File: config.mk
export PLATFORM = sky130hd
export DESIGN_NAME = desc_chain_engine
export DESIGN_NICKNAME = d
export VERILOG_FILES = /design/src/rtl/dce_pkg.sv /design/src/rtl/dce_dpath.sv /design/src/rtl/dce_ctrl.sv /design/src/rtl/desc_chain_engine.sv
export SDC_FILE = /design/constraint.sdc
export NUM_CORES = 1
export LEC_CHECK = 0
export BUFFER_PORTS_ARGS = -buffer_cell sky130_fd_sc_hd__buf_2
export CAP_MARGIN = 20
export CORE_MARGIN = 2
export CORE_UTILIZATION = 26
export DETAILED_ROUTE_END_ITERATION = 12
export REMOVE_ABC_BUFFERS = 1
export SKIP_CTS_REPAIR_TIMING = 1
export SLEW_MARGIN = 20
export SYNTH_ARGS = -nofsm -noshare
export SYNTH_HDL_FRONTEND = slang
export SYNTH_SLANG_ARGS = --single-unit
File: constraint.sdc
create_clock -name clk -period 4.1 [get_ports clk]
set_clock_uncertainty 0.05 [all_clocks]
set_input_delay 0.41 -clock clk [delete_from_list [all_inputs] [get_ports clk]]
set_output_delay 0.41 -clock clk [all_outputs]
set_load 0.02 [all_outputs]
File: src/rtl/dce_pkg.sv
package dce_pkg;
  localparam int IDX_W = 16;

  typedef enum logic [1:0] {A_DESC, A_SRC, A_DST} addr_sel_e;

  typedef enum logic [2:0] {
    S_IDLE, S_NEXT, S_FETCH, S_CHECK, S_MRD, S_MWR, S_WB
  } state_e;

  // control -> datapath strobes
  typedef struct packed {
    logic             memEn;
    logic             memWe;
    addr_sel_e        addrSel;
    logic [IDX_W-1:0] idx;
    logic             capDesc;
    logic [2:0]       capIdx;
    logic             loadPtr;
    logic             advPtr;
  } strobe_t;

  // descriptor word positions
  localparam logic [2:0] W_LINK = 3'd0;
  localparam logic [2:0] W_CTRL = 3'd1;
  localparam logic [2:0] W_SRC  = 3'd3;
  localparam logic [2:0] W_DST  = 3'd4;
  localparam logic [2:0] W_SIZE = 3'd5;
  localparam logic [2:0] W_STAT = 3'd7;

  // error codes and flags
  localparam logic [7:0] E_LINK0   = 8'd1;
  localparam logic [7:0] E_PAYLOAD = 8'd4;
  localparam logic [7:0] E_MODE    = 8'd5;
  localparam logic [7:0] F_PACKET  = 8'h08;
  localparam logic [7:0] F_SETUP   = 8'h04;
endpackage

File: src/rtl/dce_dpath.sv
module dce_dpath import dce_pkg::*; #(
  parameter int          AW      = 16,
  parameter logic [31:0] XOR_KEY = 32'h5A5A_C3C3
) (
  input  logic          clk,
  input  logic          rstN,
  input  strobe_t       st,
  input  logic [AW-1:0] ptrIn,
  input  logic [31:0]   memRdata,
  output logic [AW-1:0] memAddr,
  output logic [31:0]   memWdata,
  output logic [AW-1:0] curPtr,
  output logic          descIrq,
  output logic          descDec,
  output logic          descChain,
  output logic          descModeBad,
  output logic          linkZero,
  output logic [31:0]   sizeBytes
);
  localparam int OW = IDX_W + 2;

  logic [AW-1:0] linkAddr, srcAddr, dstAddr;
  logic          fXform, fKeyOtp, fKeyPay;
  logic [OW-1:0] offWide;
  logic [AW-1:0] byteOff;

  assign offWide = {st.idx, 2'b00};
  assign byteOff = AW'(offWide);

  always_ff @(posedge clk) begin
    if (!rstN) begin
      curPtr <= '0; linkAddr <= '0; srcAddr <= '0; dstAddr <= '0;
      sizeBytes <= '0; linkZero <= 1'b0;
      descIrq <= 1'b0; descDec <= 1'b0; descChain <= 1'b0;
      fXform <= 1'b0; fKeyOtp <= 1'b0; fKeyPay <= 1'b0;
    end else begin
      if (st.loadPtr)     curPtr <= ptrIn;
      else if (st.advPtr) curPtr <= linkAddr;
      if (st.capDesc) begin
        case (st.capIdx)
          W_LINK: begin
            linkAddr <= memRdata[AW-1:0];
            linkZero <= (memRdata == 32'd0);
          end
          W_CTRL: begin
            descIrq   <= memRdata[0];
            descDec   <= memRdata[1];
            descChain <= memRdata[2];
            fXform    <= memRdata[5];
            fKeyOtp   <= memRdata[10];
            fKeyPay   <= memRdata[11];
          end
          W_SRC:   srcAddr   <= memRdata[AW-1:0];
          W_DST:   dstAddr   <= memRdata[AW-1:0];
          W_SIZE:  sizeBytes <= memRdata;
          default: ;
        endcase
      end
    end
  end

  assign descModeBad = fKeyOtp & fKeyPay;

  always_comb begin
    case (st.addrSel)
      A_SRC:   memAddr = srcAddr + byteOff;
      A_DST:   memAddr = dstAddr + byteOff;
      default: memAddr = curPtr + byteOff;
    endcase
    if (st.addrSel == A_DESC) memWdata = 32'd1;
    else if (fXform)          memWdata = memRdata ^ XOR_KEY;
    else                      memWdata = memRdata;
  end

  // descriptor fields stay frozen while data is moving
  p_src_frozen_r5: assert property (@(posedge clk) disable iff (!rstN)
    (st.memEn && st.addrSel == A_SRC) |=> $stable(srcAddr) && $stable(dstAddr));
endmodule

File: src/rtl/dce_ctrl.sv
module dce_ctrl import dce_pkg::*; #(
  parameter int SW = 8
) (
  input  logic          clk,
  input  logic          rstN,
  input  logic          ptrWr,
  input  logic          semaWr,
  input  logic [SW-1:0] semaIn,
  input  logic          statClr,
  input  logic          descIrq,
  input  logic          descDec,
  input  logic          descChain,
  input  logic          descModeBad,
  input  logic          linkZero,
  input  logic [31:0]   sizeBytes,
  output strobe_t       st,
  output logic          irq,
  output logic [31:0]   chanStat,
  output logic [SW-1:0] semaCount,
  output logic          busy
);
  localparam logic [IDX_W-1:0] DESC_WORDS = IDX_W'(8);

  state_e           state, nState;
  logic [IDX_W-1:0] cnt, nWords;
  logic             armed, pending, halted, go, sizeBad, lastWord;
  logic             errHit, doneDec;
  logic [31:0]      errWord;
  logic [SW:0]      semaSum;

  assign go       = armed && !halted && (semaCount != '0);
  assign sizeBad  = (sizeBytes[3:0] != 4'd0) || (|sizeBytes[31:IDX_W+2]);
  assign nWords   = sizeBytes[IDX_W+1:2];
  assign lastWord = (cnt == nWords - IDX_W'(1));
  assign busy     = (state != S_IDLE);
  assign doneDec  = (state == S_WB) && descDec;

  always_comb begin
    st = '0;
    st.addrSel = A_DESC;
    nState = state;
    case (state)
      S_IDLE: begin
        if (ptrWr)   st.loadPtr = 1'b1;
        else if (go) nState = pending ? S_NEXT : S_FETCH;
      end
      S_NEXT: begin
        st.advPtr = 1'b1;
        nState = S_FETCH;
      end
      S_FETCH: begin
        st.memEn   = (cnt < DESC_WORDS);
        st.idx     = cnt;
        st.capDesc = (cnt != '0);
        st.capIdx  = cnt[2:0] - 3'd1;
        if (cnt == DESC_WORDS) nState = S_CHECK;
      end
      S_CHECK: begin
        if (sizeBad || descModeBad) nState = S_IDLE;
        else if (nWords == '0)      nState = S_WB;
        else                        nState = S_MRD;
      end
      S_MRD: begin
        st.memEn = 1'b1; st.addrSel = A_SRC; st.idx = cnt;
        nState = S_MWR;
      end
      S_MWR: begin
        st.memEn = 1'b1; st.memWe = 1'b1; st.addrSel = A_DST; st.idx = cnt;
        nState = lastWord ? S_WB : S_MRD;
      end
      S_WB: begin
        st.memEn = 1'b1; st.memWe = 1'b1; st.idx = IDX_W'(W_STAT);
        nState = S_IDLE;
      end
      default: nState = S_IDLE;
    endcase
  end

  always_comb begin
    errHit  = 1'b0;
    errWord = '0;
    if (state == S_CHECK && sizeBad) begin
      errHit = 1'b1; errWord = {8'h00, E_PAYLOAD, 8'h00, F_PACKET};
    end else if (state == S_CHECK && descModeBad) begin
      errHit = 1'b1; errWord = {8'h00, E_MODE, 8'h00, F_SETUP};
    end else if (state == S_WB && descChain && linkZero) begin
      errHit = 1'b1; errWord = {8'h00, E_LINK0, 16'h0000};
    end
    semaSum = {1'b0, semaCount} + (semaWr ? {1'b0, semaIn} : '0);
    if (doneDec) semaSum = semaSum - (SW+1)'(1);
  end

  always_ff @(posedge clk) begin
    if (!rstN) begin
      state <= S_IDLE; cnt <= '0; armed <= 1'b0; pending <= 1'b0;
      halted <= 1'b0; irq <= 1'b0; chanStat <= '0; semaCount <= '0;
    end else begin
      state <= nState;
      case (state)
        S_FETCH: cnt <= (nState == S_CHECK) ? '0 : cnt + IDX_W'(1);
        S_MWR:   cnt <= cnt + IDX_W'(1);
        S_MRD:   cnt <= cnt;
        default: cnt <= '0;
      endcase
      semaCount <= semaSum[SW] ? '1 : semaSum[SW-1:0];
      irq <= errHit || (state == S_WB && descIrq);
      if (st.loadPtr) begin
        armed <= 1'b1; pending <= 1'b0;
      end
      if (state == S_NEXT) pending <= 1'b0;
      if (state == S_WB) begin
        if (!descChain)     armed   <= 1'b0;
        else if (!linkZero) pending <= 1'b1;
      end
      if (statClr) begin
        chanStat <= '0; halted <= 1'b0;
      end
      if (errHit) begin
        chanStat <= errWord; halted <= 1'b1; armed <= 1'b0;
      end
    end
  end

  // every halt comes with an interrupt pulse
  p_err_irq_r10: assert property (@(posedge clk) disable iff (!rstN)
    $rose(halted) |-> irq);
  // without a credit write the count only holds or drops by one
  p_sema_step_r7: assert property (@(posedge clk) disable iff (!rstN)
    !semaWr |=> (semaCount == $past(semaCount)) ||
                (semaCount == $past(semaCount) - SW'(1)));
  // adding credits never makes the count smaller
  p_no_overflow_r2: assert property (@(posedge clk) disable iff (!rstN)
    (semaWr && semaIn != '0) |=> semaCount >= $past(semaCount));
  // a halted engine touches no memory
  p_halt_quiet_r13: assert property (@(posedge clk) disable iff (!rstN)
    halted |-> !st.memEn);
  // a descriptor fetch starts only with a credit available
  p_fetch_credit_r3: assert property (@(posedge clk) disable iff (!rstN)
    (state == S_FETCH && cnt == '0) |-> semaCount != '0);
  // data moves stay inside the byte count
  p_move_bound_r5: assert property (@(posedge clk) disable iff (!rstN)
    (state == S_MRD || state == S_MWR) |-> cnt < nWords);
endmodule

File: src/rtl/desc_chain_engine.sv
module desc_chain_engine import dce_pkg::*; #(
  parameter int          AW      = 16,
  parameter int          SW      = 8,
  parameter logic [31:0] XOR_KEY = 32'h5A5A_C3C3
) (
  input  logic          clk,
  input  logic          rstN,
  input  logic          ptrWr,
  input  logic [AW-1:0] ptrData,
  input  logic          semaWr,
  input  logic [SW-1:0] semaData,
  input  logic          statClr,
  output logic          memEn,
  output logic          memWe,
  output logic [AW-1:0] memAddr,
  output logic [31:0]   memWdata,
  input  logic [31:0]   memRdata,
  output logic          irq,
  output logic [31:0]   chanStat,
  output logic [SW-1:0] semaCount,
  output logic          busy,
  output logic [AW-1:0] curPtr
);
  strobe_t     st;
  logic        descIrq, descDec, descChain, descModeBad, linkZero;
  logic [31:0] sizeBytes;

  dce_ctrl #(.SW(SW)) u_ctrl (
    .clk(clk), .rstN(rstN), .ptrWr(ptrWr), .semaWr(semaWr), .semaIn(semaData),
    .statClr(statClr), .descIrq(descIrq), .descDec(descDec),
    .descChain(descChain), .descModeBad(descModeBad), .linkZero(linkZero),
    .sizeBytes(sizeBytes), .st(st), .irq(irq), .chanStat(chanStat),
    .semaCount(semaCount), .busy(busy)
  );

  dce_dpath #(.AW(AW), .XOR_KEY(XOR_KEY)) u_dpath (
    .clk(clk), .rstN(rstN), .st(st), .ptrIn(ptrData), .memRdata(memRdata),
    .memAddr(memAddr), .memWdata(memWdata), .curPtr(curPtr),
    .descIrq(descIrq), .descDec(descDec), .descChain(descChain),
    .descModeBad(descModeBad), .linkZero(linkZero), .sizeBytes(sizeBytes)
  );

  assign memEn = st.memEn;
  assign memWe = st.memWe;

  // a write-back lands only at the status word of the current descriptor
  p_wb_slot_r6: assert property (@(posedge clk) disable iff (!rstN)
    (memWe && st.addrSel == A_DESC) |-> memAddr == curPtr + AW'(28));
endmodule

==> results by stage <==
Global route:
- The number of global-route vias before repair is approximately 6,600.
- The first global-routing pass estimated around 37 mm of wire.
- In the global route stage, overall resource usage came out at 14.33%.
- The initial antenna violation count is 0.
- The largest net degree at the start of global routing is around 120.
- The total overflow reported by the global router is 0.

Run:
- Max-cap violations in this run came to 0.

Pwr:
- Across the VDD grid, the largest voltage drop is approximately 0.00022 V.
- Overall power consumption after layout is estimated at 0.003535 W.
- The cell leakage power is ~4.3 nW.
- The power density over the cells is ~350 nW/µm².

Yosys:
- The fraction of the yosys area taken by sequential cells is between 30% and 40%.
- After synthesis, the cell types taking the most area are sky130_fd_sc_hd__dfxtp_1 33%, sky130_fd_sc_hd__mux2i_1 11%, sky130_fd_sc_hd__nor2b_1 9.1%, sky130_fd_sc_hd__xnor2_1 4.9%, sky130_fd_sc_hd__ha_1 4.2%.
- The number of instances in the synthesized netlist is 960.
- For this run, asynchronously set or reset flops after synthesis account for 0%.
- During synthesis, Yosys emitted a total of 0 warnings.
- The synthesized design contains 138 register bits.
- The count of cell types in the netlist is 69.
- In this run, synthesis inferred 0 flip-flops with an integrated enable.
- The mean instance size in the synthesized netlist is 8.691 µm².
- The proportion of netlist area held by the largest area contributor is roughly 33%.
- The combined area of all synthesized cells is around 8300 µm².
- The post-synthesis cell type with the largest combined area is sky130_fd_sc_hd__dfxtp_1.
- Among all flip-flop cells after synthesis, the most frequent one is sky130_fd_sc_hd__dfxtp_1.

Die:
- The initial utilization of the core area, before any placement, comes to between 20% and 30%.
- The die height is roughly 180 µm.
- The standard cell core area is about 32,000 µm².
- The floorplan has 65 rows.
- The overall die width is 183.1 µm.
- The overall die area is 33,540 µm².
- The I/O pin count is between 150 and 200.

Route:
- In the final routed layout, each cell accounts on average for approximately 16 µm.
- The number of antenna-violating nets in the routed design is 0.
- In this run, the number of DRC markers left after iteration 0 of detailed routing was between 400 and 500.
- The count of vias placed by the detailed router is just over 7,000.
- After detailed routing, the number of vias per cell comes to about 4.7.
- The first detailed-routing pass ran for 5 iterations.
- For this block, the routed nets add up to 24.24 mm of wire.
- In the routed design, unresolved DRC markers number 0.

STA:
- The relative slew slack is between 20 and 25%.
- Of the available clock period, the critical path in the final layout requires approximately 95%.
- The setup violation total in the final timing report is 0.
- The final count of pins violating max slew is 0.
- The slew at the pin closest to its max-slew limit is roughly 1100 ps.
- The routed design could run at a clock period as short as ~3900 ps.
- The maximum clock rate is about 0.26 GHz.
- Setup repair after global routing left no endpoint under its margin.
- The number of hold-slack violations in the final timing report is 0.
- Hold timing on the final database bottoms out at a slack of between 200 and 250 ps.

Worst setup path:
- The worst setup path is launched from a register.
- The required time of the critical path is 3640 ps.
- The critical setup path kind is register to output pin.
- The number of cells traversed by the worst register-to-register path is 9.
- The worst register-to-register path has a setup slack of 1100 ps.
- The largest single stage delay on the critical path is roughly 350 ps.
- The worst setup path is captured at an output pin.
- The endpoint identified for the worst register-to-register timing path is u_ctrl.cnt[13].
- In this run the critical register-to-register path is launched from u_dpath.sizeBytes[2].
- Of all nets on the critical path, the largest fanout is 7.
- The slowest stage of the critical path is the sky130_fd_sc_hd__fa_2 cell.
- The most critical setup path has its startpoint at u_ctrl.state[1].
- The arrival time of data at the critical path endpoint is 3440 ps.
- The endpoint of the most critical setup path is memAddr[14].
- The signal on the critical path passes through buf_4 -> nor2b_4 -> or2_2 -> nand2_1 -> nand2_1 -> ha_2 -> fa_2 -> a21o_1 -> a21oi_2 -> o21ai_0 -> o211a_1 -> a2111oi_4 -> o21bai_1 -> xor2_1 -> buf_4.

Placement:
- Buffers placed on the I/O ports in this run total 140.
- The estimated wirelength of the detail-placed design is roughly 18 mm.
- Routability-driven placement finished with a final weighted congestion of 0.9049.

Clocking:
- The clock tree from TritonCTS is done.
- The later pin in the worst-skew pair is clocked with a latency of around 420 ps.
- The total CTS buffers is 17.
- The H-tree was split into 4 levels.
- The clock root buffer master is sky130_fd_sc_hd__clkbuf_16.
- The number of buffers between clock root and the deepest sink is 2.
- Clock-pin slew was measured on the worst setup and hold paths at 60 ps.
- The clock net in this run drives a total of approximately 140 sinks.

Run status:
- The flow ran to the end, and the final reports show no timing, DRC or antenna violations.

Layout:
- After the last flow step, the layout net total stands at between 1,000 and 1,500.
- The number of antenna diodes in the final layout is 0.
- The signed area change from the synthesized netlist to the final layout is 20.61%.
- Of the cells placed in the final design, the portion with a size suffix greater than 1 is between 20% and 30%.

Worst hold path:
- The path class of the tightest hold or removal check is input port to register.
==> worst max-delay path, delay by kind of cell, from the launching register on <==
kind                       cells  cell delay [ps]
AOI/OAI and AO/OA              6             1080
xor gates and xnor gates       1              140
buffers and inverters          2              310
DFF                            1              340
and+or+nand+nor                4              600
adders and majority gates      2              550
==> Yosys cell counts, drive strengths merged, types with 2 or more instances <==
cell,instances
a211oi,5
a21boi,27
a21o,4
a21oi,15
a22oi,33
a31oi,2
a32oi,2
and2,13
and3,5
and3b,2
buf,48
clkbuf,35
dfxtp,138
fa,2
ha,28
inv,16
mux2i,88
nand2,72
nand2b,5
nand3,14
nand3b,5
nand4,12
nor2,74
nor2b,122
nor3,19
nor3b,2
nor4,18
nor4b,3
o2111ai,2
o211a,3
o211ai,2
o21a,7
o21ai,36
o21bai,3
o31a,2
o31ai,3
or2,2
or3,4
xnor2,47
xor2,27
==> per-stage QoR <==
step	area, µm²	util, %	std cells	TNS, ps	setup slack [ps]
final	10060	31.89	1496	0	198.7
after detailed placement	9309	29.50	1465	0	221.2
after global placement	9309	29.50	1465	0	231.7
after global routing	10060	31.89	1496	0	1.121
after floorplan	7961	-	904	-75.84	-75.84
after CTS	9935	31.48	1496	-568.6	-274.6
==> worst min path at each step <==
stage               startpoint                     to  slack [ps]  cells after the start
3_5_place_dp     u_ctrl.halted          u_ctrl.halted         420                      2
4_1_cts           memRdata[21]  u_dpath.sizeBytes[21]         210                      3
2_1_floorplan  u_dpath.descIrq             u_ctrl.irq         390                      2
3_3_place_gp     u_ctrl.halted          u_ctrl.halted         420                      2
6_report          memRdata[21]  u_dpath.sizeBytes[21]         220                      3
5_1_grt           memRdata[20]  u_dpath.sizeBytes[20]         230                      3
==> placed cells by master, fill, tap and decap left out, types with 17 or more instances in the layout <==
master	netlist	routed
sky130_fd_sc_hd__buf_2	11	138
sky130_fd_sc_hd__dfxtp_1	138	135
sky130_fd_sc_hd__nor2b_1	121	120
sky130_fd_sc_hd__mux2i_1	88	88
sky130_fd_sc_hd__nor2_1	73	73
sky130_fd_sc_hd__nand2_1	72	70
sky130_fd_sc_hd__xnor2_1	47	47
sky130_fd_sc_hd__a22oi_1	33	32
sky130_fd_sc_hd__o21ai_0	35	31
sky130_fd_sc_hd__conb_1	1	28
sky130_fd_sc_hd__xor2_1	26	26
sky130_fd_sc_hd__ha_1	28	25
sky130_fd_sc_hd__a21boi_0	23	23
sky130_fd_sc_hd__buf_4	32	18
sky130_fd_sc_hd__nor4_1	17	17
sky130_fd_sc_hd__clkbuf_16	0	17
==> sequential cells by signal, summed over array words and instances (netlist names), 3 cells and up <==
| register | flops |
|---|---|
| u_ctrl.cnt | 16 |
| u_dpath.linkAddr | 16 |
| u_dpath.dstAddr | 16 |
| u_dpath.srcAddr | 16 |
| u_ctrl.state | 3 |
| u_ctrl.chanStat | 4 |
| u_ctrl.semaCount | 8 |
| u_dpath.sizeBytes | 32 |
| u_dpath.curPtr | 16 |
==> cell type report <==
cell class / instances / area, µm²
Tap cell: 402 / 503.0
Sequential cell: 138 / 2766
Clock buffer: 19 / 452.9
Timing Repair Buffer: 159 / 863.3
Inverter: 16 / 60.06
Clock inverter: 12 / 172.7
Fill cell: 3310 / 21490
Multi-Input combinational cell: 750 / 5244
==> power by group <==
part	switching, W	internal, W	leakage [nW]
Combinational	0.000308	0.000188	2.85
Sequential	0.0000326	0.00137	1.12
Clock	0.000591	0.00104	0.305
==> kinds of logic (layout without fill, tap and decap cells) <==
kind of cell,after synthesis,in the layout,share of synthesized area [%]
AOI/OAI and AO/OA,153,153,12.58
xor gates and xnor gates,74,74,7.858
adders and majority gates,30,30,4.679
buffers and inverters,99,206,6.509
DFF,138,138,33.11
muxes,89,89,10.69
other,1,28,0.04495
and+or+nand+nor,376,376,24.52
==> layer usage <==
metal	track usage [%]	vias up	share of wire, %	wire length [µm]
met4	3.744	0	1.1	262
met1	19.13	3362	47	11330
met5	0	-	0	0
li1	-	3492	-	-
met3	2.423	20	4.5	1097
met2	23.94	184	48	11550
No activity file was read; power rests on OpenSTA's default activity.
